===== config.mk =====
export PLATFORM = sky130hd
export DESIGN_NAME = spi_master_mmio
export DESIGN_NICKNAME = d
export VERILOG_FILES = /design/src/rtl/spi_master_pkg.sv /design/src/rtl/spi_master_shift.sv /design/src/rtl/spi_master_regs.sv /design/src/rtl/spi_master_ssel.sv /design/src/rtl/spi_master_mmio.sv
export SDC_FILE = /design/constraint.sdc
export NUM_CORES = 1
export LEC_CHECK = 0
export ABC_AREA = 1
export CAP_MARGIN = 10
export CORE_ASPECT_RATIO = 0.7
export CORE_UTILIZATION = 27
export DETAILED_ROUTE_END_ITERATION = 12
export DONT_BUFFER_PORTS = 1
export PLACE_DENSITY = 0.42
export SYNTH_ARGS = -nofsm -noshare
export SYNTH_HDL_FRONTEND = slang
export SYNTH_SLANG_ARGS = --single-unit

===== constraint.sdc =====
create_clock -name clk -period 3.3 [get_ports clk]
set_clock_uncertainty 0.1 [all_clocks]
set_input_delay 0.165 -clock clk [delete_from_list [all_inputs] [get_ports clk]]
set_output_delay 0.165 -clock clk [all_outputs]
set_load 0.05 [all_outputs]

===== src/rtl/spi_master_pkg.sv =====
`timescale 1ns/1ps
package spi_master_pkg;

    localparam int BUS_W  = 32;
    localparam int ADDR_W = 3;

    typedef enum logic [ADDR_W-1:0] {
        ADR_RXD  = 3'd0,
        ADR_TXD  = 3'd1,
        ADR_STAT = 3'd2,
        ADR_CTRL = 3'd3,
        ADR_RSVD = 3'd4,
        ADR_SSEL = 3'd5
    } reg_addr_e;

    // status bit positions
    localparam int ST_ROE  = 3;
    localparam int ST_TOE  = 4;
    localparam int ST_TMT  = 5;
    localparam int ST_TRDY = 6;
    localparam int ST_RRDY = 7;
    localparam int ST_E    = 8;
    // control bit positions
    localparam int CT_IROE  = 3;
    localparam int CT_ITOE  = 4;
    localparam int CT_ITRDY = 6;
    localparam int CT_IRRDY = 7;
    localparam int CT_IE    = 8;
    localparam int CT_SSO   = 10;

    typedef struct packed {
        logic rrdy;
        logic trdy;
        logic tmt;
        logic toe;
        logic roe;
    } stat_t;

    typedef struct packed {
        logic sso;
        logic ie;
        logic irrdy;
        logic itrdy;
        logic itoe;
        logic iroe;
    } ctrl_t;

    function automatic logic [BUS_W-1:0] stat_word(stat_t s);
        logic [BUS_W-1:0] w;
        w = '0;
        w[ST_ROE]  = s.roe;
        w[ST_TOE]  = s.toe;
        w[ST_TMT]  = s.tmt;
        w[ST_TRDY] = s.trdy;
        w[ST_RRDY] = s.rrdy;
        w[ST_E]    = s.toe | s.roe;
        return w;
    endfunction

    function automatic logic [BUS_W-1:0] ctrl_word(ctrl_t c);
        logic [BUS_W-1:0] w;
        w = '0;
        w[CT_IROE]  = c.iroe;
        w[CT_ITOE]  = c.itoe;
        w[CT_ITRDY] = c.itrdy;
        w[CT_IRRDY] = c.irrdy;
        w[CT_IE]    = c.ie;
        w[CT_SSO]   = c.sso;
        return w;
    endfunction

    function automatic ctrl_t ctrl_from_word(logic [BUS_W-1:0] w);
        ctrl_t c;
        c.iroe  = w[CT_IROE];
        c.itoe  = w[CT_ITOE];
        c.itrdy = w[CT_ITRDY];
        c.irrdy = w[CT_IRRDY];
        c.ie    = w[CT_IE];
        c.sso   = w[CT_SSO];
        return c;
    endfunction

    function automatic logic irq_of(stat_t s, ctrl_t c);
        return (c.iroe & s.roe) | (c.itoe & s.toe) | (c.itrdy & s.trdy)
             | (c.irrdy & s.rrdy) | (c.ie & (s.toe | s.roe));
    endfunction

endpackage


===== src/rtl/spi_master_shift.sv =====
`timescale 1ns/1ps
module spi_master_shift #(
    parameter int DATA_W = 8,
    parameter int DIV    = 4
) (
    input  logic              clk,
    input  logic              rst,
    input  logic              start,
    input  logic [DATA_W-1:0] start_word,
    input  logic              miso,
    output logic              busy,
    output logic              sclk,
    output logic              mosi,
    output logic              done,
    output logic [DATA_W-1:0] rx_word
);
    localparam int HALF  = (DIV < 2) ? 1 : DIV / 2;
    localparam int CNT_W = (HALF > 1) ? $clog2(HALF) : 1;
    localparam int BIT_W = (DATA_W > 1) ? $clog2(DATA_W) : 1;
    localparam logic [CNT_W-1:0] HALF_LAST = CNT_W'(HALF - 1);
    localparam logic [BIT_W-1:0] BIT_LAST  = BIT_W'(DATA_W - 1);

    logic [CNT_W-1:0]  div_cnt;
    logic [BIT_W-1:0]  bit_cnt;
    logic [DATA_W-1:0] tx_sh;
    logic [DATA_W-1:0] rx_sh;

    always_ff @(posedge clk) begin
        if (rst) begin
            busy    <= 1'b0;
            sclk    <= 1'b0;
            done    <= 1'b0;
            div_cnt <= '0;
            bit_cnt <= '0;
            tx_sh   <= '0;
            rx_sh   <= '0;
        end else begin
            done <= 1'b0;
            if (!busy) begin
                if (start) begin
                    busy    <= 1'b1;
                    tx_sh   <= start_word;
                    div_cnt <= '0;
                    bit_cnt <= '0;
                    sclk    <= 1'b0;
                end
            end else if (div_cnt == HALF_LAST) begin
                div_cnt <= '0;
                if (!sclk) begin
                    // rising edge: capture the slave's bit
                    sclk  <= 1'b1;
                    rx_sh <= {rx_sh[DATA_W-2:0], miso};
                end else begin
                    // falling edge: present the next bit
                    sclk  <= 1'b0;
                    tx_sh <= {tx_sh[DATA_W-2:0], 1'b0};
                    if (bit_cnt == BIT_LAST) begin
                        busy <= 1'b0;
                        done <= 1'b1;
                    end else begin
                        bit_cnt <= bit_cnt + 1'b1;
                    end
                end
            end else begin
                div_cnt <= div_cnt + 1'b1;
            end
        end
    end

    assign mosi    = tx_sh[DATA_W-1];
    assign rx_word = rx_sh;

endmodule


===== src/rtl/spi_master_regs.sv =====
`timescale 1ns/1ps
module spi_master_regs
    import spi_master_pkg::*;
#(
    parameter int DATA_W = 8,
    parameter int SLAVES = 4
) (
    input  logic              clk,
    input  logic              rst,
    input  logic              req,
    input  logic              wr,
    input  logic [ADDR_W-1:0] addr,
    input  logic [BUS_W-1:0]  wdata,
    output logic [BUS_W-1:0]  rdata,
    input  logic              load,
    input  logic              busy,
    input  logic              done,
    input  logic [DATA_W-1:0] rx_word,
    output logic              tx_valid,
    output logic [DATA_W-1:0] tx_word,
    output stat_t             stat,
    output ctrl_t             ctrl,
    output logic [SLAVES-1:0] mask,
    output logic              irq
);
    logic              tx_full;
    logic              toe_q;
    logic              roe_q;
    logic              rrdy_q;
    logic [DATA_W-1:0] rx_hold;

    logic wr_tx, wr_stat, wr_ctrl, wr_ssel, rd_rx;
    assign wr_tx   = req && wr && (addr == ADR_TXD);
    assign wr_stat = req && wr && (addr == ADR_STAT);
    assign wr_ctrl = req && wr && (addr == ADR_CTRL);
    assign wr_ssel = req && wr && (addr == ADR_SSEL);
    assign rd_rx   = req && !wr && (addr == ADR_RXD);

    // transmit holding register: a write while full is dropped
    always_ff @(posedge clk) begin
        if (rst) begin
            tx_full <= 1'b0;
            tx_word <= '0;
        end else if (wr_tx && !tx_full) begin
            tx_word <= wdata[DATA_W-1:0];
            tx_full <= 1'b1;
        end else if (load) begin
            tx_full <= 1'b0;
        end
    end

    // error flags: a new error in the same cycle wins over a clear
    always_ff @(posedge clk) begin
        if (rst) begin
            toe_q <= 1'b0;
            roe_q <= 1'b0;
        end else begin
            if (wr_tx && tx_full)        toe_q <= 1'b1;
            else if (wr_stat)            toe_q <= 1'b0;
            if (done && rrdy_q && !rd_rx) roe_q <= 1'b1;
            else if (wr_stat)            roe_q <= 1'b0;
        end
    end

    // receive holding register: always overwritten
    always_ff @(posedge clk) begin
        if (rst) begin
            rrdy_q  <= 1'b0;
            rx_hold <= '0;
        end else if (done) begin
            rrdy_q  <= 1'b1;
            rx_hold <= rx_word;
        end else if (rd_rx) begin
            rrdy_q  <= 1'b0;
        end
    end

    always_ff @(posedge clk) begin
        if (rst) begin
            ctrl <= '0;
            mask <= SLAVES'(1);
        end else begin
            if (wr_ctrl) ctrl <= ctrl_from_word(wdata);
            if (wr_ssel) mask <= wdata[SLAVES-1:0];
        end
    end

    always_comb begin
        stat.rrdy = rrdy_q;
        stat.trdy = !tx_full;
        stat.tmt  = !tx_full && !busy;
        stat.toe  = toe_q;
        stat.roe  = roe_q;
    end

    always_comb begin
        case (addr)
            ADR_RXD:  rdata = BUS_W'(rx_hold);
            ADR_STAT: rdata = stat_word(stat);
            ADR_CTRL: rdata = ctrl_word(ctrl);
            ADR_SSEL: rdata = BUS_W'(mask);
            default:  rdata = '0;
        endcase
    end

    assign tx_valid = tx_full;
    assign irq      = irq_of(stat, ctrl);

endmodule


===== src/rtl/spi_master_ssel.sv =====
`timescale 1ns/1ps
module spi_master_ssel #(
    parameter int SLAVES = 4
) (
    input  logic              active,
    input  logic [SLAVES-1:0] mask,
    output logic [SLAVES-1:0] ss_n
);
    for (genvar i = 0; i < SLAVES; i++) begin : g_line
        assign ss_n[i] = !(active && mask[i]);
    end
endmodule


===== src/rtl/spi_master_mmio.sv =====
`timescale 1ns/1ps
module spi_master_mmio
    import spi_master_pkg::*;
#(
    parameter int DATA_W = 8,
    parameter int SLAVES = 4,
    parameter int DIV    = 4
) (
    input  logic              clk,
    input  logic              rst,
    input  logic              req,
    input  logic              wr,
    input  logic [2:0]        addr,
    input  logic [31:0]       wdata,
    output logic [31:0]       rdata,
    output logic              irq,
    output logic              sclk,
    output logic              mosi,
    input  logic              miso,
    output logic [SLAVES-1:0] ss_n
);
    logic              busy;
    logic              done;
    logic              load;
    logic              tx_valid;
    logic [DATA_W-1:0] tx_word;
    logic [DATA_W-1:0] rx_word;
    stat_t             st;
    ctrl_t             ct;
    logic [SLAVES-1:0] mask;

    assign load = tx_valid && !busy;

    spi_master_regs #(.DATA_W(DATA_W), .SLAVES(SLAVES)) u_regs (
        .clk(clk), .rst(rst), .req(req), .wr(wr), .addr(addr),
        .wdata(wdata), .rdata(rdata), .load(load), .busy(busy),
        .done(done), .rx_word(rx_word), .tx_valid(tx_valid),
        .tx_word(tx_word), .stat(st), .ctrl(ct), .mask(mask), .irq(irq)
    );

    spi_master_shift #(.DATA_W(DATA_W), .DIV(DIV)) u_shift (
        .clk(clk), .rst(rst), .start(load), .start_word(tx_word),
        .miso(miso), .busy(busy), .sclk(sclk), .mosi(mosi),
        .done(done), .rx_word(rx_word)
    );

    spi_master_ssel #(.SLAVES(SLAVES)) u_ssel (
        .active(busy || ct.sso), .mask(mask), .ss_n(ss_n)
    );

endmodule


==> run metrics, run 1 <==
clock period minus final worst setup slack=2.25 ns; maximum vdd drop=169 uV; Seq/Total Area, Yosys=0.410; cts repair resizes=0; total of max-cap violations=0; CP endpoint kind=output pin; Slew HR=0.330; CP Launch Type=flip-flop; count of pins over their slew limit=0; Area growth, synth to finish=11.2%; CP arrival=1.99 ns; syn avg cell area=7.03 um2; I/O Pins=just under 80; dpl hpwl=4.56 mm; vias=2167; Area contributors post-synth=dfxtp_1, nand2_1, nor2_1; RePlAce Congestion=0.774; drt first-iter violations=~110; cts bufs inserted=5; #FFs+latches synth=53; Initial Util=0.282; diode count=0; total chip power=1310 uW; Buffers on Ports=0; dominant cell type by area after synthesis=dfxtp_1; Total GRT Usage=0.135; worst hold start=wdata[6]; commonest non-fill, non-tap cells in the layout=nand2_1, nor2_1, dfxtp_1; core footprint=0.00918 mm2; Max Clock Freq=444 MHz; CTS Sinks=53; Yosys cell types=26; vias in the first global route=between 2000 and 2500; crit path launch=u_shift.busy; Leakage=between 0.001 and 0.0015 uW; drt pass-1 iters=4; CTS tree=built; Worst-Margin Slew=0.999 ns; clock transition at the registers of the reported paths=0.07 ns; Reg area=0.00106 mm2; Post-Syn Instances=368; footprint of the multi-input gates=0.00119 mm2; Final ANT Viol Nets=0; reg2reg start=u_shift.busy; unrepaired setup endpoints after global routing=no; global route overflow=0; WL/cell=12.5 um; first-pass GRT wire length=10.5 mm; Via density=4.33; most common cell after layout, fill and taps aside=nand2_1; worst hold path type=input port to flip-flop; Fill cells=1018; initial antenna violation count=0; maximum clock path buffer count=2; largest net degree at the start of global routing=26; Clock Latency Late Sink=0.29 ns; outcome=completed; YS warnings=0; Die Ht=around 84 um; nets=between 400 and 500; area fraction of the dominant cell type after synthesis=0.410; Setup TNS=0 ns; die width=around 120 um; Die Area=0.00998 mm2; H-tree Lvls=2; Syn Std Cell Area=0.00259 mm2; Pwr Density=roughly 460 mW/mm2; final setup violation count=0; WP data required=3.03 ns; CTS Root Cell=clkbuf_16; share of cells above drive strength 1=0.0637; Worst Path Max Fanout=25; final WL=6.24 mm; Hold Fails Final Rpt=0; standard-cell rows=29; # DRC=0; final worst-path cycle share=0.683; WS Path Type=flip-flop to output pin
## path summary, 6_finish.rpt
check	end	slack (ns)	cells past startpoint
min reg2reg	u_shift.rx_word[7]	0.36	2
max	rdata[5]	1.05	5
max reg2reg	u_shift.tx_sh[6]	1.16	7
min	u_regs.tx_word[6]	0.006	4
## routing by layer
layer  part of all wire  track usage
met5                  0            0
met4             0.0082       0.0380
met3              0.069       0.0389
met2               0.39        0.185
met1               0.54        0.201
## power breakdown
| part | switching (uW) | internal (uW) | total [uW] |
|---|---|---|---|
| combinational | 111 | 29.2 | 140 |
| sequential | 7.46 | 648 | 656 |
| clock | 235 | 283 | 518 |
## state kept, by name, summed over array words and instances, names as in the netlist, 3 cells and up
register         count
u_regs.mask          4
u_regs.rx_hold       8
u_regs.ctrl          6
u_shift.rx_word      8
u_shift.bit_cnt      3
u_regs.tx_word       8
u_shift.tx_sh        8
## what timing repair did
action | 4_1_cts | 5_1_grt
hold endpoints to repair | 26 | 0
hold buffers | 12 | 0
setup buffers | 0 | 0
## final cells by class
type,instances,share of cell area
sequential,53,0.369
clock inverter,1,0.00261
multi-input combinational,250,0.412
timing repair buffer,15,0.0496
tap,124,0.0539
inverter,51,0.0666
clock buffer,7,0.0461
## synth_stat cells (all sizes together)
cell type / n
a21oi: 22
a22o: 3
buf: 28
clkbuf: 7
conb: 1
dfxtp: 53
ha: 2
inv: 51
nand2: 73
nand3: 7
nand4: 10
nor2: 59
nor3: 2
nor4: 1
o2111ai: 1
o211ai: 1
o21ai: 39
o21bai: 7
or2: 1
## stage by stage
| step | area, um2 | hold slack (ns) | cells | setup WS (ns) | util |
|---|---|---|---|---|---|
| floorplan | 2670 | 0.178 | 389 | 1.34 | - |
| global placement | 2620 | 0.137 | 481 | 1.15 | 0.285 |
| detailed placement | 2620 | 0.141 | 481 | 1.13 | 0.285 |
| CTS | 2880 | 0.00581 | 501 | 1.03 | 0.313 |
| global route | 2880 | 0.0141 | 501 | 0.847 | 0.313 |
| finish | 2880 | 0.00593 | 501 | 1.05 | 0.313 |
## critical path: stages, from the launching register on
cell     delay, ns
dfxtp_1       0.93
inv_2         0.19
nand2_2       0.14
inv_1         0.07
nand2_1       0.06
nand2_1       0.31
## logic make-up after synthesis
| family | after synthesis | share of synthesized area |
|---|---|---|
| and+or+nand+nor | 153 | 0.262 |
| buffers and inverters | 86 | 0.162 |
| DFF | 53 | 0.410 |
| other | 1 | 0.00145 |
| AOI/OAI and AO/OA | 73 | 0.155 |
| adders and majority gates | 2 | 0.00967 |
(Power assumes the default switching activity.)
==> inputs of run 2 (changes only) <==
--- a/config.mk
+++ b/config.mk
@@ -11,7 +11,7 @@
 export CORE_UTILIZATION = 27
 export DETAILED_ROUTE_END_ITERATION = 12
 export DONT_BUFFER_PORTS = 1
-export PLACE_DENSITY = 0.42
+export PLACE_DENSITY = 0.44
 export SYNTH_ARGS = -nofsm -noshare
 export SYNTH_HDL_FRONTEND = slang
 export SYNTH_SLANG_ARGS = --single-unit
==> constraint.sdc (replaced) <==
create_clock -name clk -period 2 [get_ports clk]
set_clock_uncertainty 0.1 [all_clocks]
set_input_delay 0.1 -clock clk [delete_from_list [all_inputs] [get_ports clk]]
set_output_delay 0.1 -clock clk [all_outputs]
set_load 0.05 [all_outputs]
==> run 2 against run 1 <==
Compared with the run above:
- utilization grew 1.3 points
- critical path depth is the same
- design area grew 4.1%
- largest cell class unchanged
- via count increased by 2.2%
- flip-flop and latch count stayed put
- global-route usage fell by 0.25 points
- setup slack got worse by 0.76 ns
==> run metrics, run 2 (same netlist as run 1, synthesis figures left out) <==
outcome=completed; total of max-cap violations=0; Initial Util=0.282; dpl cells=491; global route overflow=0; Final ANT Viol Nets=0; Hold Fails Final Rpt=0; Die Ht=83.9 um; Buffers on Ports=0; Pwr Density=approximately 740 mW/mm2; core footprint=about 0.0092 mm2; final WL=6.22 mm; CP endpoint kind=flip-flop; Combinational Power Share=0.109; CTS Root Cell=clkbuf_16; clock period minus final worst setup slack=1.72 ns; most common cell after layout, fill and taps aside=nand2_1; maximum clock path buffer count=2; CP Launch Type=input port; Slew HR=0.562; drt first-iter violations=87; worst hold path type=input port to flip-flop; Clock Latency Late Sink=about 0.29 ns; WS Path Type=input port to flip-flop; Reg power frac=0.487; # DRC=0; CP arrival=between 1.5 and 2 ns; unrepaired setup endpoints after global routing=no; Die Area=0.00998 mm2; Finished Layout Cells=514; Switching Fraction=0.269; hold_ws=0.0121 ns; drt pass-1 iters=4; maximum vdd drop=377 uV; largest net degree at the start of global routing=36; commonest non-fill, non-tap cells in the layout=nand2_1, nor2_1, dfxtp_1; WL/cell=12.1 um; Design Area, Final=0.00299 mm2; vias=between 2000 and 2500; CTS Sinks=53; H-tree Lvls=2; standard-cell rows=29; Area growth, synth to finish=15.8%; dpl cell area=0.00269 mm2; Int Power=about 1600 uW; share of cells above drive strength 1=0.0923; WP data required=2.07 ns; Setup TNS=0 ns; initial antenna violation count=0; die width=119 um; CTS tree=built; count of pins over their slew limit=0; dpl hpwl=4.53 mm; Clock power frac=0.404; Total GRT Usage=0.133; cts bufs inserted=5; diode count=0; clock transition at the registers of the reported paths=0.07 ns; nets=431; Worst-Margin Slew=0.655 ns; NetSw=a little under 600 uW; Leakage=around 0.0013 uW; Worst Path Max Fanout=35; Max Clock Freq=582 MHz; RePlAce Congestion=roughly 0.74; Final Util=0.326; Via density=4.31; final worst-path cycle share=0.858; Fill cells=1005; first-pass GRT wire length=between 10 and 15 mm; I/O Pins=79; final setup violation count=0; vias in the first global route=2067
==> run 2: cell count changes in the layout (fill, tap and decap cells not counted) <==
| cell | delta |
|---|---|
| buf_4 | +10 |
| clkinv_4 | +1 |
| clkbuf_1 | -2 |
| clkinvlp_4 | -1 |
| clkbuf_8 | +1 |
| clkinv_2 | +1 |
| dlygate4sd3_1 | +3 |
==> run 2: repair_timing <==
action                                 CTS  global route
endpoints found under the hold margin   37             0
buffers inserted                         0             0
hold buffers                            15             0
gates resized for setup                  0             0
==> run 2: per-layer routing <==
metal / track usage / share of wire / wire length (um) / up-vias
li1: - / - / - / 1159
met2: 0.185 / 0.40 / 2470 / 37
met1: 0.195 / 0.55 / 3430 / 1013
met5: 0 / 0 / 0 / -
met3: 0.0362 / 0.043 / 268 / 5
met4: 0.0380 / 0.0080 / 50 / 0
==> run 2: final cells by class <==
class / instances / area (um2) / share of cell area
flip-flops and latches: 53 / 1060 / 0.354
clock buffers: 6 / 139 / 0.0464
multi-input cells: 250 / 1190 / 0.396
well taps: 124 / 155 / 0.0518
repair buffers: 28 / 248 / 0.0827
clock inverters: 2 / 13.8 / 0.00460
inverters: 51 / 191 / 0.0639
==> run 2: power groups by stage <==
stage          Sequential [uW]  Combinational, uW  Clock, uW
3_3_place_gp              1110                212          0
5_1_grt                   1080                263        975
2_1_floorplan             1100                224          0
6_report                  1080                242        896
3_5_place_dp              1110                212          0
4_1_cts                   1080                243        922
==> run 2: final timing paths <==
path	cells after the start	end	slack, ns	startpoint
setup reg to reg	5	u_regs.roe_q	0.29	u_shift.done
setup / recovery	5	u_shift.rx_word[5]	0.28	rst
hold reg to reg	2	u_shift.rx_word[7]	0.36	u_shift.rx_word[7]
hold / removal	3	u_regs.rrdy_q	0.01	req
==> run 2: stage by stage <==
step,power (uW),setup slack [ns]
after floorplan,1330,0.104
after global placement,1320,0.471
after detailed placement,1320,0.469
after CTS,2250,0.276
after global routing,2320,0.164
final,2220,0.283
==> run 2: critical path, cell delays in order <==
cell,delay [ns]
dlygate4sd3_1,0.96
inv_1,0.20
buf_4,0.30
o21ai_0,0.16
a21oi_1,0.06
==> inputs of run 3 (changes only) <==
--- a/config.mk
+++ b/config.mk
@@ -7,7 +7,6 @@
 export LEC_CHECK = 0
 export ABC_AREA = 1
 export CAP_MARGIN = 10
-export CORE_ASPECT_RATIO = 0.7
 export CORE_UTILIZATION = 27
 export DETAILED_ROUTE_END_ITERATION = 12
 export DONT_BUFFER_PORTS = 1
==> constraint.sdc (replaced) <==
create_clock -name clk -period 2 [get_ports clk]
set_clock_uncertainty 0.1 [all_clocks]
set_input_delay 0.3 -clock clk [delete_from_list [all_inputs] [get_ports clk]]
set_output_delay 0.3 -clock clk [all_outputs]
set_load 0.05 [all_outputs]
==> run 3 against run 2 <==
Compared with the run above:
- flip-flop and latch count unchanged
- final cell count stayed put
- critical path type is now flip-flop to output pin
- utilization fell by 1.6 points
- highest routed layer unchanged
- combinational power is 8.7% lower
- largest power group unchanged
- power down 13%
- critical endpoint is now rdata[5]
==> run metrics, run 3 (same netlist as run 1, synthesis figures left out) <==
outcome=completed; WS Path Type=flip-flop to output pin; CTS Sinks=between 50 and 60; CP arrival=1.38 ns; final worst-path cycle share=0.888; global route overflow=0; diode count=0; CTS tree=built; Slew HR=0.607; vias=about 2100; RePlAce Congestion=0.762; Leakage=approximately 0.0013 uW; clock transition at the registers of the reported paths=0.10 ns; cell count of the worst hold path=2; total of max-cap violations=0; die width=99.9 um; clock period minus final worst setup slack=1.78 ns; Final ANT Viol Nets=0; H-tree Lvls=2; first-pass GRT wire length=9.41 mm; largest net degree at the start of global routing=19; # DRC=0; Die Area=around 0.010 mm2; maximum vdd drop=267 uV; Buffers on Ports=0; vias in the first global route=1885; Area growth, synth to finish=10.8%; WL/cell=roughly 12 um; final setup violation count=0; Die Ht=approximately 100 um; core footprint=0.00924 mm2; Reg2Reg Setup Slack=0.51 ns; CP endpoint kind=output pin; worst hold start=wdata[0]; CP Launch Type=flip-flop; Worst-Margin Slew=0.589 ns; hold_ws=0.0189 ns; RR Endpoint=u_shift.bit_cnt[2]; reg2reg start=u_shift.bit_cnt[0]; worst hold path type=input port to flip-flop; maximum clock path buffer count=2; drt pass-1 iters=4; WP data required=1.60 ns; crit-path max cell delay=0.38 ns; WHS Endpoint=u_regs.mask[0]; CTS Root Cell=clkbuf_8; Via density=4.15; slowest CP cell=dfxtp_1; footprint of the multi-input gates=0.00119 mm2; share of cells above drive strength 1=0.117; commonest non-fill, non-tap cells in the layout=nand2_1, nor2_1, dfxtp_1; drt first-iter violations=102; final WL=5.95 mm; hold_buf cts=1; standard-cell rows=35; cts bufs inserted=5; post-CTS setup buffer count=0; R2R depth=8; cts repair resizes=0; Pwr Density=673 mW/mm2; cell mode on critical path=nand2_1; count of pins over their slew limit=0; dpl hpwl=4.35 mm; total chip power=1930 uW; I/O Pins=79; most common cell after layout, fill and taps aside=nand2_1; Fill cells=1024; Worst Path Max Fanout=6; Max Clock Freq=563 MHz; initial antenna violation count=0; Initial Util=0.280; Hold Fails Final Rpt=0; Clock Latency Late Sink=about 0.30 ns; Reg area=0.00106 mm2; nets=about 430; Total GRT Usage=0.119; unrepaired setup endpoints after global routing=no; crit path cell chain=inv_2, nand2_2, inv_1, nand2_1, nand2_1, buf_4
[run 3: worst max path at each step]
stage	from	endpoint
after global routing	u_shift.busy	rdata[5]
after floorplan	u_shift.busy	ss_n[0]
after CTS	u_shift.busy	rdata[5]
after detailed placement	addr[2]	rdata[8]
final	u_shift.busy	rdata[5]
after global placement	addr[2]	rdata[8]
[run 3: final cells by class]
type                            instances  share of cell area
Clock buffer                            5              0.0240
Clock inverter                          3             0.00786
Inverter                               51              0.0668
Multi-Input combinational cell        250               0.414
Sequential cell                        53               0.370
Tap cell                              129              0.0563
Timing Repair Buffer                   23              0.0611
[run 3: metal layers]
| layer | vias to the layer above | track usage | routed length (um) |
|---|---|---|---|
| li1 | 1145 | - | - |
| met1 | 945 | 0.159 | 3030 |
| met2 | 36 | 0.199 | 2660 |
| met3 | 7 | 0.0216 | 181 |
| met4 | 0 | 0.0317 | 75 |
| met5 | - | 0 | 0 |
[run 3: through the flow]
step | cells | TNS (ns) | utilization | instance area [um2] | setup slack, ns
floorplan | 389 | -0.383 | - | 2670 | -0.0957
global placement | 505 | 0 | 0.299 | 2770 | 0.291
detailed placement | 505 | 0 | 0.299 | 2770 | 0.259
CTS | 514 | 0 | 0.310 | 2870 | 0.210
global route | 514 | 0 | 0.310 | 2870 | 0.114
finish | 514 | 0 | 0.310 | 2870 | 0.224
[run 3: power by group]
group | switching [uW] | total [uW] | leakage (uW) | internal (uW)
clock network | 379 | 626 | 0.0000364 | 247
registers | 11.4 | 1080 | 0.000428 | 1070
logic | 179 | 221 | 0.000809 | 42.1
total | 570 | 1930 | 0.00127 | 1360
[run 3: critical path, delay by kind of cell (launching register included)]
kind / cells / cell delay [ns]
buffers and inverters: 3 / 0.45
flip-flops: 1 / 0.38
AND/OR/NAND/NOR: 3 / 0.23
